**config.mk**
```make
export PLATFORM = sky130hd
export DESIGN_NAME = rsqrt_est_unit
export DESIGN_NICKNAME = d
export VERILOG_FILES = /design/src/rtl/rsq_pkg.sv /design/src/rtl/rsq_kernel.sv /design/src/rtl/rsq_fp_path.sv /design/src/rtl/rsqrt_est_unit.sv
export SDC_FILE = /design/constraint.sdc
export NUM_CORES = 1
export LEC_CHECK = 0
export ABC_AREA = 1
export BUFFER_PORTS_ARGS = -buffer_cell sky130_fd_sc_hd__buf_2
export CELL_PAD_IN_SITES_DETAIL_PLACEMENT = 1
export CELL_PAD_IN_SITES_GLOBAL_PLACEMENT = 2
export CORE_ASPECT_RATIO = 1.4
export CORE_MARGIN = 3
export CORE_UTILIZATION = 34
export CTS_BUF_LIST = sky130_fd_sc_hd__clkbuf_4
export CTS_CLUSTER_DIAMETER = 60
export DETAILED_ROUTE_END_ITERATION = 7
export PLACE_DENSITY_LB_ADDON = 0.1
export SYNTH_ARGS = -nofsm -noshare
export SYNTH_HDL_FRONTEND = slang
export SYNTH_SLANG_ARGS = --single-unit
```
**constraint.sdc**
```tcl
create_clock -name clk -period 13.1 [get_ports clk]
set_input_delay 1.31 -clock clk [delete_from_list [all_inputs] [get_ports clk]]
set_output_delay 1.31 -clock clk [all_outputs]
set_load 0.01 [all_outputs]
```
**src/rtl/rsq_pkg.sv**
```systemverilog
package rsq_pkg;
  localparam int KIN_W = 9;
  localparam int LIMIT_LOG2 = 28;

  localparam logic [1:0] FMT_HALF   = 2'd0;
  localparam logic [1:0] FMT_SINGLE = 2'd1;

  typedef enum logic [1:0] {
    ST_IDLE = 2'd0,
    ST_LOAD = 2'd1,
    ST_RUN  = 2'd2,
    ST_DONE = 2'd3
  } rsq_state_e;
endpackage

```
**src/rtl/rsq_kernel.sv**
```systemverilog
module rsq_kernel
  import rsq_pkg::*;
#(
  parameter int IN_W     = KIN_W,
  parameter int LIM_LOG2 = LIMIT_LOG2
) (
  input  logic            clk,
  input  logic            rst_n,
  input  logic            load,
  input  logic            step,
  input  logic [IN_W-1:0] kin,
  output logic            hit,
  output logic [IN_W-1:0] est
);
  localparam int A2_W   = IN_W + 1;
  localparam int B_W    = IN_W + 2;
  localparam int PROD_W = A2_W + 2 * B_W;
  localparam logic [B_W-1:0] B_INIT = B_W'(1) << IN_W;

  logic [A2_W-1:0]   a2_q, a2_d;
  logic [B_W-1:0]    b_q, b_d;
  logic [B_W-1:0]    bp1, half_b;
  logic [2*B_W-1:0]  sq;
  logic [PROD_W-1:0] prod;

  always_comb begin
    a2_d = a2_q;
    b_d  = b_q;
    if (load) begin
      a2_d = kin[IN_W-1] ? {kin[IN_W-1:1], 1'b1, 1'b0}
                         : {1'b0, kin[IN_W-2:0], 1'b1};
      b_d  = B_INIT;
    end else if (step) begin
      b_d = b_q + 1'b1;
    end
  end

  always_ff @(posedge clk or negedge rst_n) begin
    if (!rst_n) begin
      a2_q <= '0;
      b_q  <= B_INIT;
    end else begin
      a2_q <= a2_d;
      b_q  <= b_d;
    end
  end

  always_comb begin
    bp1    = b_q + 1'b1;
    sq     = (2*B_W)'(bp1) * (2*B_W)'(bp1);
    prod   = PROD_W'(a2_q) * PROD_W'(sq);
    hit    = prod >= (PROD_W'(1) << LIM_LOG2);
    half_b = bp1 >> 1;
    est    = IN_W'(half_b);
  end


  srch_bound_chk: assert property (@(posedge clk) disable iff (!rst_n)
    !b_q[B_W-1]);


  step_ok_chk: assert property (@(posedge clk) disable iff (!rst_n)
    step |-> !hit);


  est_range_chk: assert property (@(posedge clk) disable iff (!rst_n)
    hit |-> (est[IN_W-1] && half_b[B_W-1:IN_W] == '0));
endmodule

```
**src/rtl/rsq_fp_path.sv**
```systemverilog
module rsq_fp_path
  import rsq_pkg::*;
#(
  parameter int EW     = 5,
  parameter int FW     = 10,
  parameter int OFFSET = 44
) (
  input  logic [EW+FW:0]   val,
  input  logic             ftz,
  input  logic             dnan,
  input  logic [7:0]       est,
  output logic             special,
  output logic [EW+FW:0]   spec_val,
  output logic [1:0]       spec_flg,
  output logic [KIN_W-1:0] kin,
  output logic [EW+FW:0]   packed_val
);
  localparam int LZ_W = $clog2(FW + 1);
  localparam int ESW  = EW + 2;
  localparam logic [EW+FW:0] DEF_NAN = {1'b0, {EW{1'b1}}, 1'b1, {(FW-1){1'b0}}};

  logic          sgn;
  logic [EW-1:0] e;
  logic [FW-1:0] f, f_eff, nf;
  logic [LZ_W-1:0] lz;
  logic          found;
  logic signed [ESW-1:0] exp_n;
  logic [15:0]   ediff;
  logic [EW-1:0] res_exp;
  logic [7:0]    top8;
  logic [6:0]    top7;
  logic          is_nan, is_inf, is_zero;

  always_comb begin
    sgn   = val[EW+FW];
    e     = val[EW+FW-1:FW];
    f     = val[FW-1:0];
    f_eff = (ftz && e == '0) ? '0 : f;
    lz    = '0;
    found = 1'b0;
    for (int i = FW - 1; i >= 0; i--) begin
      if (!found) begin
        if (f_eff[i]) found = 1'b1;
        else          lz = LZ_W'(lz + 1'b1);
      end
    end
    exp_n   = (e == '0) ? -$signed(ESW'(lz)) : $signed(ESW'(e));
    nf      = (e == '0) ? FW'(f_eff << (lz + 1'b1)) : f_eff;
    top8    = 8'(nf >> (FW - 8));
    top7    = 7'(nf >> (FW - 7));
    kin     = exp_n[0] ? {2'b01, top7} : {1'b1, top8};
    ediff   = 16'(OFFSET) - 16'(exp_n);
    res_exp = EW'(ediff >> 1);
    packed_val = {1'b0, res_exp, est, {(FW-8){1'b0}}};
  end

  always_comb begin
    is_nan  = (e == '1) && (f != '0);
    is_inf  = (e == '1) && (f == '0);
    is_zero = (e == '0) && (f_eff == '0);
    special  = 1'b1;
    spec_val = '0;
    spec_flg = 2'b00;
    if (is_nan) begin
      spec_val = dnan ? DEF_NAN : (val | (EW+FW+1)'(1) << (FW - 1));
      spec_flg = {1'b0, ~f[FW-1]};
    end else if (is_zero) begin
      spec_val = {sgn, {EW{1'b1}}, {FW{1'b0}}};
      spec_flg = 2'b10;
    end else if (sgn) begin
      spec_val = DEF_NAN;
      spec_flg = 2'b01;
    end else if (is_inf) begin
      spec_val = '0;
    end else begin
      special = 1'b0;
    end
  end
endmodule

```
**src/rtl/rsqrt_est_unit.sv**
```systemverilog
module rsqrt_est_unit
  import rsq_pkg::*;
(
  input  logic        clk,
  input  logic        rst_n,
  input  logic        start,
  input  logic [1:0]  fmt,
  input  logic [31:0] operand,
  input  logic        ftz_en,
  input  logic        dnan_en,
  output logic        done,
  output logic [31:0] result,
  output logic [1:0]  flags
);
  rsq_state_e  state_q, state_d;
  logic [31:0] op_q, res_q, res_d;
  logic [1:0]  fmt_q, flg_q, flg_d;
  logic        ftz_q, dnan_q, cap;

  logic             k_load, k_step, k_hit;
  logic [KIN_W-1:0] k_est;

  logic             h_special, s_special;
  logic [15:0]      h_spec, h_pk;
  logic [31:0]      s_spec, s_pk;
  logic [1:0]       h_flg, s_flg;
  logic [KIN_W-1:0] h_kin, s_kin;

  logic             sel_special;
  logic [31:0]      sel_spec, sel_pk;
  logic [1:0]       sel_flg;
  logic [KIN_W-1:0] sel_kin;

  rsq_fp_path #(.EW(5), .FW(10), .OFFSET(44)) half_i (
    .val(op_q[15:0]), .ftz(ftz_q), .dnan(dnan_q), .est(k_est[7:0]),
    .special(h_special), .spec_val(h_spec), .spec_flg(h_flg),
    .kin(h_kin), .packed_val(h_pk));

  rsq_fp_path #(.EW(8), .FW(23), .OFFSET(380)) single_i (
    .val(op_q), .ftz(ftz_q), .dnan(dnan_q), .est(k_est[7:0]),
    .special(s_special), .spec_val(s_spec), .spec_flg(s_flg),
    .kin(s_kin), .packed_val(s_pk));

  rsq_kernel #(.IN_W(KIN_W), .LIM_LOG2(LIMIT_LOG2)) kern_i (
    .clk(clk), .rst_n(rst_n), .load(k_load), .step(k_step),
    .kin(sel_kin), .hit(k_hit), .est(k_est));

  always_comb begin
    unique case (fmt_q)
      FMT_HALF: begin
        sel_special = h_special;
        sel_spec    = {16'h0, h_spec};
        sel_flg     = h_flg;
        sel_kin     = h_kin;
        sel_pk      = {16'h0, h_pk};
      end
      FMT_SINGLE: begin
        sel_special = s_special;
        sel_spec    = s_spec;
        sel_flg     = s_flg;
        sel_kin     = s_kin;
        sel_pk      = s_pk;
      end
      default: begin
        sel_special = (op_q[31:30] == 2'b00);
        sel_spec    = 32'hFFFF_FFFF;
        sel_flg     = 2'b00;
        sel_kin     = op_q[31:23];
        sel_pk      = {k_est, 23'h0};
      end
    endcase
  end

  assign cap = (state_q == ST_IDLE) && start;

  always_comb begin
    state_d = state_q;
    res_d   = res_q;
    flg_d   = flg_q;
    k_load  = 1'b0;
    k_step  = 1'b0;
    unique case (state_q)
      ST_IDLE: if (start) state_d = ST_LOAD;
      ST_LOAD: begin
        if (sel_special) begin
          res_d   = sel_spec;
          flg_d   = sel_flg;
          state_d = ST_DONE;
        end else begin
          k_load  = 1'b1;
          state_d = ST_RUN;
        end
      end
      ST_RUN: begin
        if (k_hit) begin
          res_d   = sel_pk;
          flg_d   = 2'b00;
          state_d = ST_DONE;
        end else begin
          k_step = 1'b1;
        end
      end
      default: state_d = ST_IDLE;
    endcase
  end

  always_ff @(posedge clk or negedge rst_n) begin
    if (!rst_n) begin
      state_q <= ST_IDLE;
      res_q   <= '0;
      flg_q   <= '0;
    end else begin
      state_q <= state_d;
      res_q   <= res_d;
      flg_q   <= flg_d;
    end
  end

  always_ff @(posedge clk or negedge rst_n) begin
    if (!rst_n) begin
      op_q   <= '0;
      fmt_q  <= '0;
      ftz_q  <= 1'b0;
      dnan_q <= 1'b0;
    end else if (cap) begin
      op_q   <= operand;
      fmt_q  <= fmt;
      ftz_q  <= ftz_en;
      dnan_q <= dnan_en;
    end
  end

  assign done   = (state_q == ST_DONE);
  assign result = res_q;
  assign flags  = flg_q;


  done_pulse_chk: assert property (@(posedge clk) disable iff (!rst_n)
    done |=> !done);


  hold_chk: assert property (@(posedge clk) disable iff (!rst_n)
    (state_q == ST_IDLE || state_q == ST_DONE) |=> ($stable(result) && $stable(flags)));


  flag_excl_chk: assert property (@(posedge clk) disable iff (!rst_n)
    $onehot0(flags));


  ufix_sat_chk: assert property (@(posedge clk) disable iff (!rst_n)
    (state_q == ST_LOAD && fmt_q[1] && op_q[31:30] == 2'b00)
      |=> (result == 32'hFFFF_FFFF && flags == 2'b00));
endmodule

```
### Word level (Yosys, flattened, before mapping)

Cells that the tools add are included.

| storage, ports and cells | value |
|---|---|
| output and inout port bits | 35 |
| flip-flop bits (word level) | 93 |
| logic and storage cells | 263 |

| operators by class | value |
|---|---|
| reduce and logical (&&, ||, !) cells | 24 |
| bitwise logic cells | 2 |
| multiplexer cells | 176 |
| add/sub/neg operators | 38 |
| equality and inequality tests | 9 |
| multipliers | 2 |
| shift operators | 2 |
| magnitude comparators | 1 |

Operators by type and width:

| operator | number |
|---|---|
| $mux 5 | 44 |
| $pmux 32 s2 | 3 |
| $mux 32 | 5 |
| $add 5x1->5 const B | 22 |
| $mux 1 | 77 |
| $mux 4 | 18 |
| $mux 16 | 3 |
| $logic_not 23->1 | 2 |
| $mux 23 | 2 |
| $add 4x1->4 const B | 9 |
| $ge 32x29->1 const B | 1 |
| $mul 10x22->32 | 1 |
| $mux 31 | 1 |
| $mux 10 | 3 |
| $mux 9 | 3 |
| $reduce_bool 23->1 | 1 |
| $shl 23x5->23 | 1 |
| $mul 11x11->22 | 1 |
| $mux 11 | 2 |
| $logic_not 10->1 | 2 |
| $pmux 9 s2 | 1 |
| $mux 2 | 8 |
| $mux 15 | 1 |
| $add 11x1->11 const B | 1 |
| 24 further kinds | 42 |

### Depth between registers and ports, before layout

| depth | value |
|---|---|
| word-level depth | 76 |
| mapped depth | 104 |
| mapped depth without buffers | 103 |

### Hierarchy

Synthesis repeated with hierarchy kept, for this count alone.

| second synthesis, totals | value |
|---|---|
| cells, all modules | 3226 |
| area, all modules | 21211.6 µm² |

Modules (own cells, without submodules):

| module | seq. area each (µm²) | cells each | instances | area each (µm²) |
|---|---|---|---|---|
| rsq_kernel | 526.8 | 1394 | 1 | 10737.8 |
| rsq_fp_path (single_i) | 0.0 | 928 | 1 | 4496.8 |
| rsqrt_est_unit | 1801.7 | 551 | 1 | 4172.8 |
| rsq_fp_path (half_i) | 0.0 | 353 | 1 | 1804.2 |

### Worst setup path before layout

OpenSTA, ideal clock, no wires.

| timing | value |
|---|---|
| path kind | reg2reg |
| from | reg op_q[24] |
| to | reg res_q[30], in the netlist result[30] |
| path slack | 109 ps |
| buffers on the path | 1 |
| cell stages (with the launch flop) | 100 |
| period minus slack after synthesis | 12991 ps |
| arrival time | 12864 ps |
| cell sequence | dfrtp_1 -> nor2_1 -> nand2_2 -> nor2_8 -> nand2_4 -> inv_4 -> nor2_1 -> inv_1 -> nor2_1 -> inv_1 -> nand2_1 -> ha_1 -> inv_1 -> nand2_1 -> and2_1 -> ha_1 -> nand2_1 -> and2_1 -> [... 64 more ...] -> nand2_2 -> ha_1 -> inv_1 -> nand2_1 -> nand2_1 -> inv_2 -> ha_1 -> clkbuf_1 -> a21oi_1 -> ha_1 -> inv_1 -> nand3_2 -> nor2_2 -> nand2_1 -> nand2_1 -> nand2_1 -> nand3_2 -> a21oi_2 |

| between the ends | value |
|---|---|
| cells in the longest elaborated chain, start to end | 76 |

Ends and longest elaborated chain:

| what | line | text |
|---|---|---|
| start: declaration | rsqrt_est_unit.sv:16 | `logic [31:0] op_q, res_q, res_d;` |
| start signal: assignment | rsqrt_est_unit.sv:126 | `op_q <= operand;` |
| $logic_not 8->1 | rsq_fp_path.sv:38, rsq_fp_path.sv:47, rsq_fp_path.sv:60 |  |
| $logic_and 1x1->1 | rsq_fp_path.sv:38 | `f_eff = (ftz && e == '0) ? '0 : f;` |
| $mux 23 | rsq_fp_path.sv:38 |  |
| $mux 1 | rsq_fp_path.sv:43 | `if (f_eff[i]) found = 1'b1;` |
| $add 1x1->2 | rsq_fp_path.sv:44 | `else lz = LZ_W'(lz + 1'b1);` |
| $mux 5 | rsq_fp_path.sv:43 |  |
| $mux 5 | rsq_fp_path.sv:42 | `if (!found) begin` |
| $add 5x1->5 | rsq_fp_path.sv:44 |  |
| [... 60 more ...] | n/a |  |
| $mux 5 | rsq_fp_path.sv:43 |  |
| $mux 5 | rsq_fp_path.sv:42 |  |
| $neg 5->9 | rsq_fp_path.sv:47 | `exp_n = (e == '0) ? -$signed(ESW'(lz)) : $signed(ESW'(e));` |
| $mux 9 | rsq_fp_path.sv:47 |  |
| $sub 9x9->9 | rsq_fp_path.sv:52 | `ediff = 16'(OFFSET) - 16'(exp_n);` |
| $pmux 32 s2 | rsqrt_est_unit.sv:49 | `unique case (fmt_q)` |
| $mux 32 | rsqrt_est_unit.sv:95 | `if (k_hit) begin` |
| $pmux 32 s2 | rsqrt_est_unit.sv:82 | `unique case (state_q)` |
| end signal: assignment | rsqrt_est_unit.sv:114 | `res_q <= res_d;` |
| end: declaration | rsqrt_est_unit.sv:16 |  |

Several ways; a longest one is shown, not always the timed one. The select of a mux whose other input is x is not followed.
A chain may end at the register's enable or synchronous reset.

### Worst setup path in the final report

| timing | value |
|---|---|
| from | reg op_q[26] |
| to | reg res_q[26], in the netlist result[26] |

Same word-level chain as after synthesis.

==> metrics.txt <==
Crit Path Category reg -> reg; Die Y 281.9 um; DR vias 17532; cell mode on critical path nand2_2; first-pass GRT wire length 108.5 mm; final instance area 21360 sq um; critical path required time 13.57 ns; Slew @ Worst Pin 0.9417 ns; DR vias/cell 5.022; fin nets 3181; CTS Sinks 93; Max FO, Critical Path 17; Tmin final 12.49 ns; Layout area overhead 15.57%; gr ovfl total 0; CTS tree done; CP max-delay cell dfrtp_1; Most Used Layer, Global Route met2; drt pass-1 iters 5; Post-Place Cell Area 20410 sq um; pins over their slew limit 0; final setup fails 0; met2 GRT Util 0.5238; GR Layer Usage met1 0.2448; Post-Syn Nets 3016; Worst setup SP type flip-flop; Final period util 0.9535; initial DRC count 558; crit path DAT 12.96 ns; max cap viols 0; Critical Path Sink Type flip-flop; Synth Cell Area 18480 sq um; H-tree depth 3; wirelength, routed 69.68 mm; final HPWL from detailed placement 58.74 mm; Buffers on Ports 73; area fraction of the dominant cell type after synthesis 0.2318; Synth Register Bits 93; top post-synthesis cells by area fa_1, dfrtp_1, nand2_1; Total Routing Usage GR 0.2452; Post-synth EDFFs 0; CTS Buf Count 9; # DRC 0; Synth Area per Inst 7.095 sq um; Clk pin slew, worst setup/hold paths 0.22 ns; pin count of the biggest net entering global routing 67; ys flop type dfrtp_1; Fin Setup TNS 0 ns; DIE WIDTH 203.0 um; Initial Utilization 0.3459; Cells after Synth 2605; synth warn 0; largest area contributor in the netlist fa_1; most frequent cell after synthesis nand2_1; GR Layer Usage met3 0.01282; ys async rst share 1.000; GPL Wtd Cong 0.8826; clock tree root buffer cell clkbuf_4; FF+latch area 2330 sq um; row cnt 100; hold crit path type reg -> reg; multi-input logic area 14380 sq um; fmax 80.06 MHz; fillers 6805; Placeable Area 53430 sq um; number of global-route vias before repair 19733; initial antenna violation count 8; Synth cell types 69; Hold Vio Cnt, Final 0; Max stage delay on crit path 0.44 ns; status complete, no violations; Routed WL per cell 19.96 um; Final ANT Viol Nets 0; Skew-Pair Late Insertion Delay 0.59 ns; Commonest cells post-synth nand2_1, inv_1, nor2_1; Worst Skew 0.04940 ns; relative slew slack 0.3699; sequential area share after synthesis 0.1260; io pins 74; Clock Tree Buf Depth 2; share of cells above drive strength 1 0.1805; die area 57230 sq um; hold buffer count at cts 0
==> critical path, delay by kind of cell (launching register included) <==
family | cells | cell delay (ns)
adder cells (fa/ha/maj) | 22 | 5.39
AND/OR/NAND/NOR | 38 | 3.24
AO/OA/AOI/OAI | 12 | 1.86
buffers and inverters | 22 | 1.37
flip-flops | 1 | 0.44
==> cell usage in the layout, fill, tap and decap left out, types with 9 or more instances in the layout <==
master / n
o31ai_1: 11
inv_1: 459
nor3_1: 31
o21ai_1: 33
or2_2: 16
a31oi_1: 19
ha_4: 16
dfrtp_1: 91
nor2_2: 17
nor2_1: 287
nand3_1: 98
ha_1: 140
xor2_1: 23
o21ai_2: 10
buf_2: 72
nand4_1: 24
nor2_4: 11
fa_1: 214
nand2_2: 65
o21ai_0: 98
a21oi_1: 105
clkinv_1: 11
inv_2: 39
o22ai_1: 18
nand3_2: 21
nand2_1: 537
clkbuf_4: 9
xnor2_1: 11
buf_4: 147
==> per-stage QoR <==
step	setup WS (ns)	hold slack [ns]	cells	util
after floorplan	0.1094	0.4979	2605	-
after detailed placement	-0.6117	0.4735	3445	0.3821
after global routing	-0.1415	0.5409	3490	0.3997
after global placement	-0.2507	0.4648	3445	0.3821
after CTS	0.005341	0.5172	3470	0.3886
final	0.6089	0.5101	3491	0.3998
==> what timing repair did <==
action	CTS	global route
gates resized for setup	32	124
setup buffers	9	17
pin swaps	16	62
cloned	0	2
endpoints found under the setup margin	38	55
endpoints found under the hold margin	0	0
==> final cells by class <==
class                      count  share of cell area
tap                          714             0.04183
antenna                        2           0.0002343
inverter                     514             0.09121
clock buffer                   9            0.003163
sequential                    93              0.1091
timing repair buffer         230             0.07686
clock inverter                 7            0.004569
multi-input combinational   1922              0.6731
==> worst paths after layout <==
kind / startpoint / to / slack, ns / cells past startpoint
max: op_q[26] / result[26] / 0.61 / 94
min: result[0] / result[0] / 0.51 / 2
max reg2reg: op_q[26] / result[26] / 0.61 / 94
min reg2reg: result[0] / result[0] / 0.51 / 2
max in group asynchronous: rst_n / op_q[14] / 11.08 / 2
min in group asynchronous: rst_n / op_q[25] / 0.64 / 1
==> state kept, by name (all words and copies together), names as in the netlist <==
signal       count
ftz_q            1
result          32
kern_i.a2_q     10
flags            2
kern_i.b_q      11
dnan_q           1
fmt_q            2
state_q          2
op_q            32
==> layer usage <==
layer | vias up | share of wire
met5 | - | 0
met4 | 0 | 0.038
met3 | 110 | 0.015
met2 | 211 | 0.59
met1 | 8771 | 0.36
li1 | 8440 | -
==> kinds of logic after synthesis <==
group	after synthesis	synth area share
flops	93	0.1260
fa+ha+maj	372	0.3388
compound gates	359	0.1129
other cells	2	0.0004064
xor+xnor	41	0.02146
mux	9	0.005280
buf+inv	590	0.1225
simple gates	1139	0.2727
Power is not shown: default switching activity piles up to over one toggle a cycle in this logic, so the estimate is an artifact.
